`src/rtl/usb_tok_pkg.sv`:
```
package usb_tok_pkg;
  localparam int ADDR_W  = 7;
  localparam int ENDP_W  = 4;
  localparam int FIELD_W = ADDR_W + ENDP_W;
  localparam int CRC_W   = 5;
  localparam int NBYTES  = 3;

  typedef enum logic [1:0] {
    TK_OUT   = 2'd0,
    TK_IN    = 2'd1,
    TK_SOF   = 2'd2,
    TK_SETUP = 2'd3
  } tok_kind_e;

  function automatic logic [3:0] pid_code(tok_kind_e k);
    case (k)
      TK_OUT:   return 4'b0001;
      TK_IN:    return 4'b1001;
      TK_SOF:   return 4'b0101;
      default:  return 4'b1101;
    endcase
  endfunction
endpackage

```
`src/rtl/tok_field_former.sv`:
```
module tok_field_former
  import usb_tok_pkg::*;
(
  input  logic [1:0]         kind,
  input  logic [ADDR_W-1:0]  addr,
  input  logic [ENDP_W-1:0]  endp,
  input  logic [FIELD_W-1:0] frame,
  output logic [7:0]         pid_byte,
  output logic [FIELD_W-1:0] field
);
  tok_kind_e k;
  logic [3:0] code;

  always_comb begin
    k        = tok_kind_e'(kind);
    code     = pid_code(k);
    pid_byte = {~code, code};
    if (k == TK_SOF) field = frame;
    else             field = {endp, addr};
  end
endmodule

```
`src/rtl/tok_crc_serial.sv`:
```
module tok_crc_serial #(
  parameter int          W    = 11,
  parameter int          CW   = 5,
  parameter logic [CW-1:0] POLY = 5'b00101,
  parameter logic [CW-1:0] INIT = 5'b11111
) (
  input  logic          clk,
  input  logic          rst_n,
  input  logic          start,
  input  logic [W-1:0]  field,
  output logic [CW-1:0] crc,
  output logic          crc_ok
);
  localparam int CNT_W = $clog2(W + 1);

  logic [W-1:0]     shreg;
  logic [CNT_W-1:0] left;
  logic             armed;
  logic [CW-1:0]    crc_nx;
  logic             fb;

  always_comb begin
    fb = crc[CW-1] ^ shreg[0];
    for (int i = 0; i < CW; i++) begin
      if (i == 0) crc_nx[i] = fb & POLY[0];
      else        crc_nx[i] = crc[i-1] ^ (fb & POLY[i]);
    end
  end

  always_ff @(posedge clk) begin
    if (!rst_n) begin
      shreg <= '0;
      left  <= '0;
      armed <= 1'b0;
      crc   <= INIT;
    end else if (start) begin
      shreg <= field;
      left  <= CNT_W'(W);
      armed <= 1'b1;
      crc   <= INIT;
    end else if (left != '0) begin
      shreg <= shreg >> 1;
      left  <= left - 1'b1;
      crc   <= crc_nx;
    end
  end

  assign crc_ok = armed && (left == '0);
endmodule

```
`src/rtl/tok_byte_seq.sv`:
```
module tok_byte_seq
  import usb_tok_pkg::*;
(
  input  logic               clk,
  input  logic               rst_n,
  input  logic               cmd_valid,
  output logic               cmd_ready,
  input  logic [7:0]         pid_in,
  input  logic [FIELD_W-1:0] field_in,
  output logic               start,
  input  logic [CRC_W-1:0]   crc,
  input  logic               crc_ok,
  output logic               out_valid,
  input  logic               out_ready,
  output logic [7:0]         out_data,
  output logic               out_last,
  output logic               done
);
  localparam int IDX_W = $clog2(NBYTES);
  localparam logic [IDX_W-1:0] LAST_IDX = IDX_W'(NBYTES - 1);

  typedef enum logic {S_IDLE, S_SEND} seq_st_e;

  seq_st_e            st;
  logic [IDX_W-1:0]   idx;
  logic [7:0]         pid_q;
  logic [FIELD_W-1:0] field_q;
  logic [CRC_W-1:0]   crc_tx;
  logic [7:0]         bytes [NBYTES];
  logic               fire;

  generate
    for (genvar g = 0; g < CRC_W; g++) begin : g_crc_rev
      assign crc_tx[g] = ~crc[CRC_W-1-g];
    end
  endgenerate

  always_comb begin
    bytes[0] = pid_q;
    bytes[1] = field_q[7:0];
    bytes[2] = {crc_tx, field_q[FIELD_W-1:8]};
  end

  assign cmd_ready = (st == S_IDLE);
  assign start     = cmd_valid && cmd_ready;
  assign out_valid = (st == S_SEND) && ((idx != LAST_IDX) || crc_ok);
  assign out_data  = (st == S_SEND) ? bytes[idx] : 8'h00;
  assign out_last  = out_valid && (idx == LAST_IDX);
  assign fire      = out_valid && out_ready;

  always_ff @(posedge clk) begin
    if (!rst_n) begin
      st      <= S_IDLE;
      idx     <= '0;
      pid_q   <= '0;
      field_q <= '0;
      done    <= 1'b0;
    end else begin
      done <= 1'b0;
      case (st)
        S_IDLE: if (start) begin
          st      <= S_SEND;
          idx     <= '0;
          pid_q   <= pid_in;
          field_q <= field_in;
        end
        default: if (fire) begin
          if (idx == LAST_IDX) begin
            st   <= S_IDLE;
            idx  <= '0;
            done <= 1'b1;
          end else begin
            idx <= idx + 1'b1;
          end
        end
      endcase
    end
  end
endmodule

```
`src/rtl/usb_token_builder.sv`:
```
module usb_token_builder
  import usb_tok_pkg::*;
(
  input  logic         clk,
  input  logic         rst_n,
  input  logic         cmd_valid,
  output logic         cmd_ready,
  input  logic [1:0]   cmd_kind,
  input  logic [6:0]   cmd_addr,
  input  logic [3:0]   cmd_endp,
  input  logic [10:0]  cmd_frame,
  output logic         out_valid,
  input  logic         out_ready,
  output logic [7:0]   out_data,
  output logic         out_last,
  output logic         done
);
  logic [7:0]         pid_c;
  logic [FIELD_W-1:0] field_c;
  logic               start;
  logic [CRC_W-1:0]   crc;
  logic               crc_ok;

  tok_field_former u_former (
    .kind(cmd_kind), .addr(cmd_addr), .endp(cmd_endp), .frame(cmd_frame),
    .pid_byte(pid_c), .field(field_c)
  );

  tok_crc_serial #(.W(FIELD_W), .CW(CRC_W)) u_crc (
    .clk(clk), .rst_n(rst_n), .start(start), .field(field_c),
    .crc(crc), .crc_ok(crc_ok)
  );

  tok_byte_seq u_seq (
    .clk(clk), .rst_n(rst_n), .cmd_valid(cmd_valid), .cmd_ready(cmd_ready),
    .pid_in(pid_c), .field_in(field_c), .start(start),
    .crc(crc), .crc_ok(crc_ok),
    .out_valid(out_valid), .out_ready(out_ready), .out_data(out_data),
    .out_last(out_last), .done(done)
  );
endmodule

```
`config.mk`:
```
export PLATFORM = sky130hd
export DESIGN_NAME = usb_token_builder
export DESIGN_NICKNAME = d
export VERILOG_FILES = /design/src/rtl/usb_tok_pkg.sv /design/src/rtl/tok_field_former.sv /design/src/rtl/tok_crc_serial.sv /design/src/rtl/tok_byte_seq.sv /design/src/rtl/usb_token_builder.sv
export SDC_FILE = /design/constraint.sdc
export NUM_CORES = 1
export LEC_CHECK = 0
export BUFFER_PORTS_ARGS = -buffer_cell sky130_fd_sc_hd__buf_2
export CAP_MARGIN = 20
export CORE_ASPECT_RATIO = 1.4
export CORE_MARGIN = 2
export CORE_UTILIZATION = 35
export DETAILED_ROUTE_END_ITERATION = 16
export GPL_ROUTABILITY_DRIVEN = 0
export PLACE_DENSITY = 0.61
export SLEW_MARGIN = 40
export SYNTH_ARGS = -nofsm -noshare
export SYNTH_HDL_FRONTEND = slang
export SYNTH_HIERARCHICAL = 1
export SYNTH_SLANG_ARGS = --single-unit
```
`constraint.sdc`:
```
create_clock -name clk -period 3.4 [get_ports clk]
set_clock_uncertainty 0.05 [all_clocks]
set_input_delay 0.68 -clock clk [delete_from_list [all_inputs] [get_ports clk]]
set_output_delay 0.68 -clock clk [all_outputs]
set_load 0.005 [all_outputs]
```
==> reports/summary.json, run 1 <==
{
  "worst-endpoint-required_ps": 2670,
  "worstPathBufferInverterCount": 2,
  "worstPathArrival_ps": 1770,
  "finalCriticalPeriod_ps": 2500,
  "yosys_warnings": 6,
  "grt_max_degree": 26,
  "worstSetupEndpointType": "output port",
  "critical-path-slowest-cell": "sky130_fd_sc_hd__dfxtp_1",
  "number_of_antenna_violations_at_the_first_check_in_global_routing": 0,
  "postCtsHoldBufs": 0,
  "r2r-start": "u_seq/st",
  "vias_per_cell": 5.02,
  "postSynthAreaPerCell_um2": 8.87,
  "syn_area_um2": 2200,
  "wl_per_cell_um": 13.4,
  "edff_count_synth": 0,
  "slew_headroom_pct": 55.3,
  "path_clk_slew_ps": 70,
  "timing.hold.worst_path_depth": 2,
  "finalCritPeriodShare_pct": 73.6,
  "grt_first_pass_wirelength_um": 7840,
  "synth_sequential_area_ratio_pct": 40.0,
  "postCtsSetupBuffers": 0,
  "timing.critical_path.from_type": "flip-flop",
  "die_span_x_um": 71.0,
  "total_cts_buffers": 5,
  "core_area_um2": 6170,
  "synthTopCellsByArea": "sky130_fd_sc_hd__dfxtp_1 (40%), sky130_fd_sc_hd__mux2i_1 (10%), sky130_fd_sc_hd__nand2_1 (8.0%)",
  "syn2layout_area_growth_pct": 9.84,
  "synth.ff_latch_count": 44,
  "detailedRoute.firstPassIterationCount": 4,
  "hold_class": "flip-flop to flip-flop",
  "ioPinCount": 40,
  "vdd_ir_drop_max_mv": 0.275,
  "clock_tree.root_cell": "sky130_fd_sc_hd__clkbuf_8",
  "rr_endpoint": "u_crc/shreg[0]",
  "postRouteWirelength_um": 4630,
  "port_buffers": 39,
  "rsz0062_at_grt": "false",
  "outcome": "completed",
  "layout.nets": 302,
  "floorplan.initialDensity_pct": 35.7,
  "path_cells": "nor4_4 > buf_4 > and2_2 > and3_1 > buf_2",
  "synth_largest_type_area_fraction_pct": 40.0,
  "critPathMaxStageDelay_ps": 370,
  "tritoncts": "done",
  "r2r.worst_path.cells": 5,
  "timing.reg2reg.setup_slack_ps": 1550,
  "final_core_utilization_pct": 39.2,
  "min_delay_worst_endpoint": "u_seq/pid_q[4]",
  "vias_in_the_first_global_route": 1634,
  "ant_nets": 0,
  "drive_gt1_share_pct": 24.8,
  "deepest_level_of_the_cts_h_tree": 2,
  "ys_async_sr_fraction_pct": 0,
  "synth_cell_types": 41,
  "timing.critical_path.max_delay_family": "simple AND/OR/NAND/NOR gates",
  "grt_overflow": 0,
  "cell_pwr_density_nw_per_um2": 444,
  "route.detailed.drc": 0,
  "synth_largest_area_cell": "sky130_fd_sc_hd__dfxtp_1",
  "rows": 34,
  "diodes": 0,
  "dieHeight_um": 97.8,
  "initial_detailed_routing_violation_count": 86,
  "cts_max_path_buffers": 2,
  "synth_top_flop_cell": "sky130_fd_sc_hd__dfxtp_1",
  "ctsResizeCount": 0,
  "maximum_fanout_along_the_worst_path": 19,
  "clkLatencyLatePin_ps": 300,
  "finalSetupViolations": 0,
  "actual_slew_at_the_worst_max_slew_pin_ps": 670,
  "grt_use_total_pct": 14.1,
  "die-area_um2": 6950,
  "hold_viol_final": 0,
  "via_count": 1736,
  "worst_min_path_start": "u_seq/pid_q[4]",
  "timing.final.max_slew_violations": 0,
  "max-cap-violations": 0,
  "cellLeakagePower_nw": 1.01,
  "detailed_placement_hpwl_um": 3370,
  "timing.setup.tns_ps": 0,
  "synthesis.instances": 248,
  "cts_num_sinks": 44,
  "timing_worst_setup_path_type": "flip-flop to output port",
  "max_freq_ghz": 0.400
}
==> cells in the final DEF (no fill, tap or decap), types with 5 or more instances in the layout <==
| master | synthesis | routed |
|---|---|---|
| sky130_fd_sc_hd__clkbuf_8 | 0 | 5 |
| sky130_fd_sc_hd__mux2i_1 | 22 | 22 |
| sky130_fd_sc_hd__a21oi_1 | 32 | 32 |
| sky130_fd_sc_hd__mux2_4 | 10 | 10 |
| sky130_fd_sc_hd__nand2_1 | 47 | 47 |
| sky130_fd_sc_hd__o22a_1 | 5 | 5 |
| sky130_fd_sc_hd__dfxtp_1 | 44 | 44 |
| sky130_fd_sc_hd__buf_2 | 5 | 39 |
| sky130_fd_sc_hd__o21ai_0 | 12 | 12 |
| sky130_fd_sc_hd__nor2_1 | 12 | 12 |
==> metal layers <==
layer  vias up  share of wire, %  track usage [%]
met1       821                44             16.7
met5         -                 0                0
met4         0               2.0             4.64
met3         8               3.2             3.41
met2        24                51             24.5
li1        883                 -                -
==> worst max-delay path by stage <==
stage | slack, ps | to | cells past startpoint | startpoint
6_report | 900 | out_last | 5 | u_crc/left[0]
2_1_floorplan | 1400 | out_last | 5 | u_crc/left[0]
3_3_place_gp | 1250 | out_last | 5 | u_crc/left[0]
3_5_place_dp | 1210 | out_last | 5 | u_crc/left[0]
4_1_cts | 880 | out_last | 5 | u_crc/left[0]
5_1_grt | 760 | out_valid | 6 | u_crc/left[0]
==> final cells by class <==
class	count	area (µm²)
clock inverter	1	5.00
multi-input combinational	176	1140
inverter	6	22.5
sequential	44	881
fill	619	3750
timing repair buffer	41	210
clock buffer	6	72.6
tap	72	90.1
==> worst reg2reg max path, cell delays in order, from the launching register on <==
cell and delay [ps]:
sky130_fd_sc_hd__dfxtp_1 380, sky130_fd_sc_hd__nand2b_1 200, sky130_fd_sc_hd__inv_2 350, sky130_fd_sc_hd__inv_1 400
sky130_fd_sc_hd__o21ai_0 300, sky130_fd_sc_hd__a21oi_1 60
==> sequential cells by signal (all words and copies together) (netlist names) <==
| name | count |
|---|---|
| u_seq/idx | 2 |
| u_seq/field_q | 11 |
| u_seq/st | 1 |
| u_seq/done | 1 |
| u_crc/shreg | 11 |
| u_crc/armed | 1 |
| u_crc/crc | 5 |
| u_seq/pid_q | 8 |
| u_crc/left | 4 |
==> cells in the mapped netlist, types with 2 or more instances <==
library cell and n:
sky130_fd_sc_hd__nand2_1 47, sky130_fd_sc_hd__dfxtp_1 44, sky130_fd_sc_hd__a21oi_1 32, sky130_fd_sc_hd__mux2i_1 22
sky130_fd_sc_hd__nor2_1 12, sky130_fd_sc_hd__o21ai_0 12, sky130_fd_sc_hd__mux2_4 10, sky130_fd_sc_hd__buf_4 7
sky130_fd_sc_hd__clkbuf_1 7, sky130_fd_sc_hd__buf_2 5, sky130_fd_sc_hd__o22a_1 5, sky130_fd_sc_hd__inv_1 4
sky130_fd_sc_hd__a21boi_0 3, sky130_fd_sc_hd__buf_6 3, sky130_fd_sc_hd__buf_12 2, sky130_fd_sc_hd__conb_1 2
sky130_fd_sc_hd__inv_2 2, sky130_fd_sc_hd__mux2_2 2, sky130_fd_sc_hd__nand2b_1 2, sky130_fd_sc_hd__o211ai_1 2
sky130_fd_sc_hd__o21a_1 2, sky130_fd_sc_hd__or2_2 2
==> power by group <==
part	switching, W	internal [W]
clock	0.000168	0.000140
sequential	0.0000297	0.000551
combinational	0.0000934	0.0000911
total	0.000291	0.000782
==> logic make-up after synthesis <==
group / synth area share, %
flops: 40.0
mux: 17.9
simple gates: 15.2
xor+xnor: 0.796
buf+inv: 9.10
compound gates: 16.7
other cells: 0.341
==> through the flow <==
step	hold slack, ps	total power (W)	cells	instance area [µm²]	setup slack (ps)
2_1_floorplan	382	0.000745	250	2210	1400
3_3_place_gp	393	0.000777	339	2340	1250
3_5_place_dp	397	0.000779	339	2340	1210
4_1_cts	408	0.00109	346	2420	883
5_1_grt	421	0.00113	346	2420	762
6_report	408	0.00107	346	2420	897
Power figures use the tool's default switching activity.
==> run 2: changes to the inputs <==
==> constraint.sdc (replaced) <==
create_clock -name clk -period 2.5 [get_ports clk]
set_clock_uncertainty 0.05 [all_clocks]
set_input_delay 0.5 -clock clk [delete_from_list [all_inputs] [get_ports clk]]
set_output_delay 0.5 -clock clk [all_outputs]
set_load 0.005 [all_outputs]
==> run 2 against run 1 <==
Clock power is 49% higher. Die area stayed put. Global-route usage is 0.23 points higher. First-iteration DRC count shrank 26%. Clock-buffer cell count increased by 1. Via count down 2.0%. Sequential power increased by 36%. Hold slack better by 2.0 ps. Final cell count grew 0.29%. Sequential share of layout area down 0.24 points. Register-to-register slack lost 840 ps. Non-clock buffer count stayed put. Highest routed layer unchanged.
==> reports/summary.json, run 2 (synthesis results as in run 1) <==
{
  "timing.critical_path.from_type": "flip-flop",
  "route.detailed.drc": {"value": 0, "change": "unchanged"},
  "cts_num_sinks": {"value": 44, "change": "unchanged"},
  "vdd_ir_drop_max": {"value": 0.242, "unit": "mV", "change": "-12%"},
  "final_common_cell": "sky130_fd_sc_hd__nand2_1",
  "critPathMaxStageDelay": {"value": 700, "unit": "ps", "change": "+330 ps"},
  "path_clk_slew": {"value": 80, "unit": "ps", "change": "about the same"},
  "via_count": {"value": 1701, "change": "-2.0%"},
  "grt_use_total": {"value": 14.3, "unit": "%", "change": "+0.23 points"},
  "timing.setup.tns": {"value": 0, "unit": "ps", "change": "unchanged"},
  "most-common-layout-cells": "sky130_fd_sc_hd__nand2_1 (47), sky130_fd_sc_hd__dfxtp_1 (44), sky130_fd_sc_hd__buf_2 (39)",
  "num-fill-cells": {"value": 622, "change": "+0.48%"},
  "floorplan.initialDensity": {"value": 35.7, "unit": "%", "change": "unchanged"},
  "finalCriticalPeriod_ps": 2250,
  "detailedRoute.firstPassIterationCount": {"value": 4, "change": "unchanged"},
  "rsz0062_at_grt": "false",
  "cell_pwr_density": {"value": 617, "unit": "nW/µm²", "change": "+39%"},
  "die-area": {"value": 6950, "unit": "µm²", "change": "unchanged"},
  "core_area": {"value": 6170, "unit": "µm²", "change": "unchanged"},
  "outcome": "completed",
  "vias_in_the_first_global_route": {"value": 1616, "change": "-1.1%"},
  "dieHeight": {"value": 97.8, "unit": "µm", "change": "unchanged"},
  "final_cell_area": {"value": 2430, "unit": "µm²", "change": "+0.67%"},
  "drive_gt1_share": {"value": 25.1, "unit": "%", "change": "+0.27 points"},
  "hold_class": "flip-flop to flip-flop",
  "die_span_x": {"value": 71.0, "unit": "µm", "change": "unchanged"},
  "dr.max_layer_used": "met4",
  "path_cells": "mux2i_1 > or2_2 > a21oi_1 > buf_2",
  "hold_viol_final": {"value": 0, "change": "unchanged"},
  "finalCritPeriodShare_pct": 89.8,
  "grt_max_degree": {"value": 26, "change": "unchanged"},
  "grt_overflow": {"value": 0, "change": "unchanged"},
  "timing.final.max_slew_violations": {"value": 0, "change": "unchanged"},
  "vias_per_cell": {"value": 4.90, "change": "-2.3%"},
  "setup.worst_path.start": "u_seq/idx[0]",
  "slew_headroom": {"value": 54.7, "unit": "%", "change": "-0.63 points"},
  "syn2layout_area_growth_pct": 10.6,
  "actual_slew_at_the_worst_max_slew_pin": {"value": 679, "unit": "ps", "change": "+9.48 ps"},
  "port_buffers": {"value": 39, "change": "unchanged"},
  "rows": {"value": 34, "change": "unchanged"},
  "total_cts_buffers": {"value": 5, "change": "unchanged"},
  "worstPathArrival": {"value": 1700, "unit": "ps", "change": "-70 ps"},
  "finalSetupViolations": {"value": 0, "change": "unchanged"},
  "reg.largest.list": "u_crc/shreg (11), u_seq/field_q (11), u_seq/pid_q (8)",
  "postCtsHoldBufs": {"value": 0, "change": "unchanged"},
  "clock_tree.root_cell": "sky130_fd_sc_hd__clkbuf_8",
  "grt_first_pass_wirelength": {"value": 7880, "unit": "µm", "change": "+0.52%"},
  "ant_nets": {"value": 0, "change": "unchanged"},
  "critical-path-slowest-cell": "sky130_fd_sc_hd__dfxtp_1",
  "maximum_fanout_along_the_worst_path": {"value": 14, "change": "-5"},
  "wl_met1": {"value": 2080, "unit": "µm", "change": "+1.9%"},
  "number_of_antenna_violations_at_the_first_check_in_global_routing": {"value": 0, "change": "unchanged"},
  "worst_min_path_start": "u_seq/pid_q[5]",
  "diodes": {"value": 0, "change": "unchanged"},
  "postRouteWirelength": {"value": 4710, "unit": "µm", "change": "+1.6%"},
  "timing_worst_setup_path_type": "flip-flop to output port",
  "layoutNonFillerInstCount": {"value": 347, "change": "+0.29%"},
  "max-cap-violations": {"value": 0, "change": "unchanged"},
  "r2r-start": "u_seq/st",
  "met3RoutedLength": {"value": 117, "unit": "µm", "change": "-20%"},
  "max_freq_ghz": 0.445,
  "hold_slack": {"value": 410, "unit": "ps", "change": "+1.97 ps"},
  "cts_max_path_buffers": {"value": 2, "change": "unchanged"},
  "worst-endpoint-required": {"value": 1950, "unit": "ps", "change": "-720 ps"},
  "cellLeakagePower": {"value": 1.01, "unit": "nW", "change": "+0.34%"},
  "ioPinCount": {"value": 40, "change": "unchanged"},
  "wl_per_cell": {"value": 13.6, "unit": "µm", "change": "+1.3%"},
  "detailed_placement_hpwl": {"value": 3560, "unit": "µm", "change": "+5.8%"},
  "deepest_level_of_the_cts_h_tree": {"value": 2, "change": "unchanged"},
  "clkLatencyLatePin": {"value": 290, "unit": "ps", "change": "about the same"},
  "postCtsSetupBuffers": {"value": 0, "change": "unchanged"},
  "tritoncts": "done",
  "worstSetupEndpointType": "output port",
  "design_power_total": {"value": 0.00150, "unit": "W", "change": "+40%"},
  "detailed_route_wirelength_on_metal2": {"value": 2370, "unit": "µm", "change": "+0.64%"},
  "layout.nets": {"value": 302, "change": "unchanged"},
  "postPlaceCellArea": {"value": 2340, "unit": "µm²", "change": "unchanged"},
  "place_inst": {"value": 339, "change": "unchanged"},
  "initial_detailed_routing_violation_count": {"value": 64, "change": "-26%"},
  "ctsResizeCount": {"value": 0, "change": "unchanged"}
}
## run 2: cell count changes in the layout (fill, tap and decap cells not counted)
cell and delta:
sky130_fd_sc_hd__clkinvlp_4 +1, sky130_fd_sc_hd__clkbuf_8 +1, sky130_fd_sc_hd__clkinv_2 -1
## run 2: layer usage
layer	global-route usage (%)	vias up
met5	0	-
met4	6.24	0
met3	2.58	11
met2	24.4	27
met1	17.3	781
li1	-	882
## run 2: per-stage QoR
stage	setup slack (ps)	util, %
2_1_floorplan	680	-
3_3_place_gp	617	37.9
3_5_place_dp	572	37.9
4_1_cts	241	39.5
5_1_grt	123	39.5
6_report	255	39.5
## run 2: where the power goes
part	internal, W	switching, W
Sequential	0.000749	0.0000418
Clock	0.000225	0.000235
Combinational	0.000124	0.000128
## run 2: area by class of cell
cell class              instances  area, µm²  area share, %
inverters                       6       22.5          0.925
clock inverters                 1       7.51          0.308
multi-input cells             176       1140           46.7
clock buffers                   7       86.3           3.55
well taps                      72       90.1           3.70
flip-flops and latches         44        881           36.2
repair buffers                 41        210           8.64
## run 2: worst paths after layout
path / endpoint / slack (ps) / cells after the start
worst max-delay path: out_data[0] / 250 / 4
worst min register to register: u_seq/pid_q[5] / 410 / 2
worst max register to register: u_crc/shreg[0] / 710 / 5
worst min-delay path: u_seq/pid_q[5] / 410 / 2
## run 2: critical path, delay by kind of cell (launching register included)
| family | cells | cell delay [ps] |
|---|---|---|
| AOI/OAI and AO/OA | 1 | 160 |
| buffers and inverters | 1 | 130 |
| DFF | 1 | 700 |
| muxes | 1 | 130 |
| and+or+nand+nor | 1 | 280 |
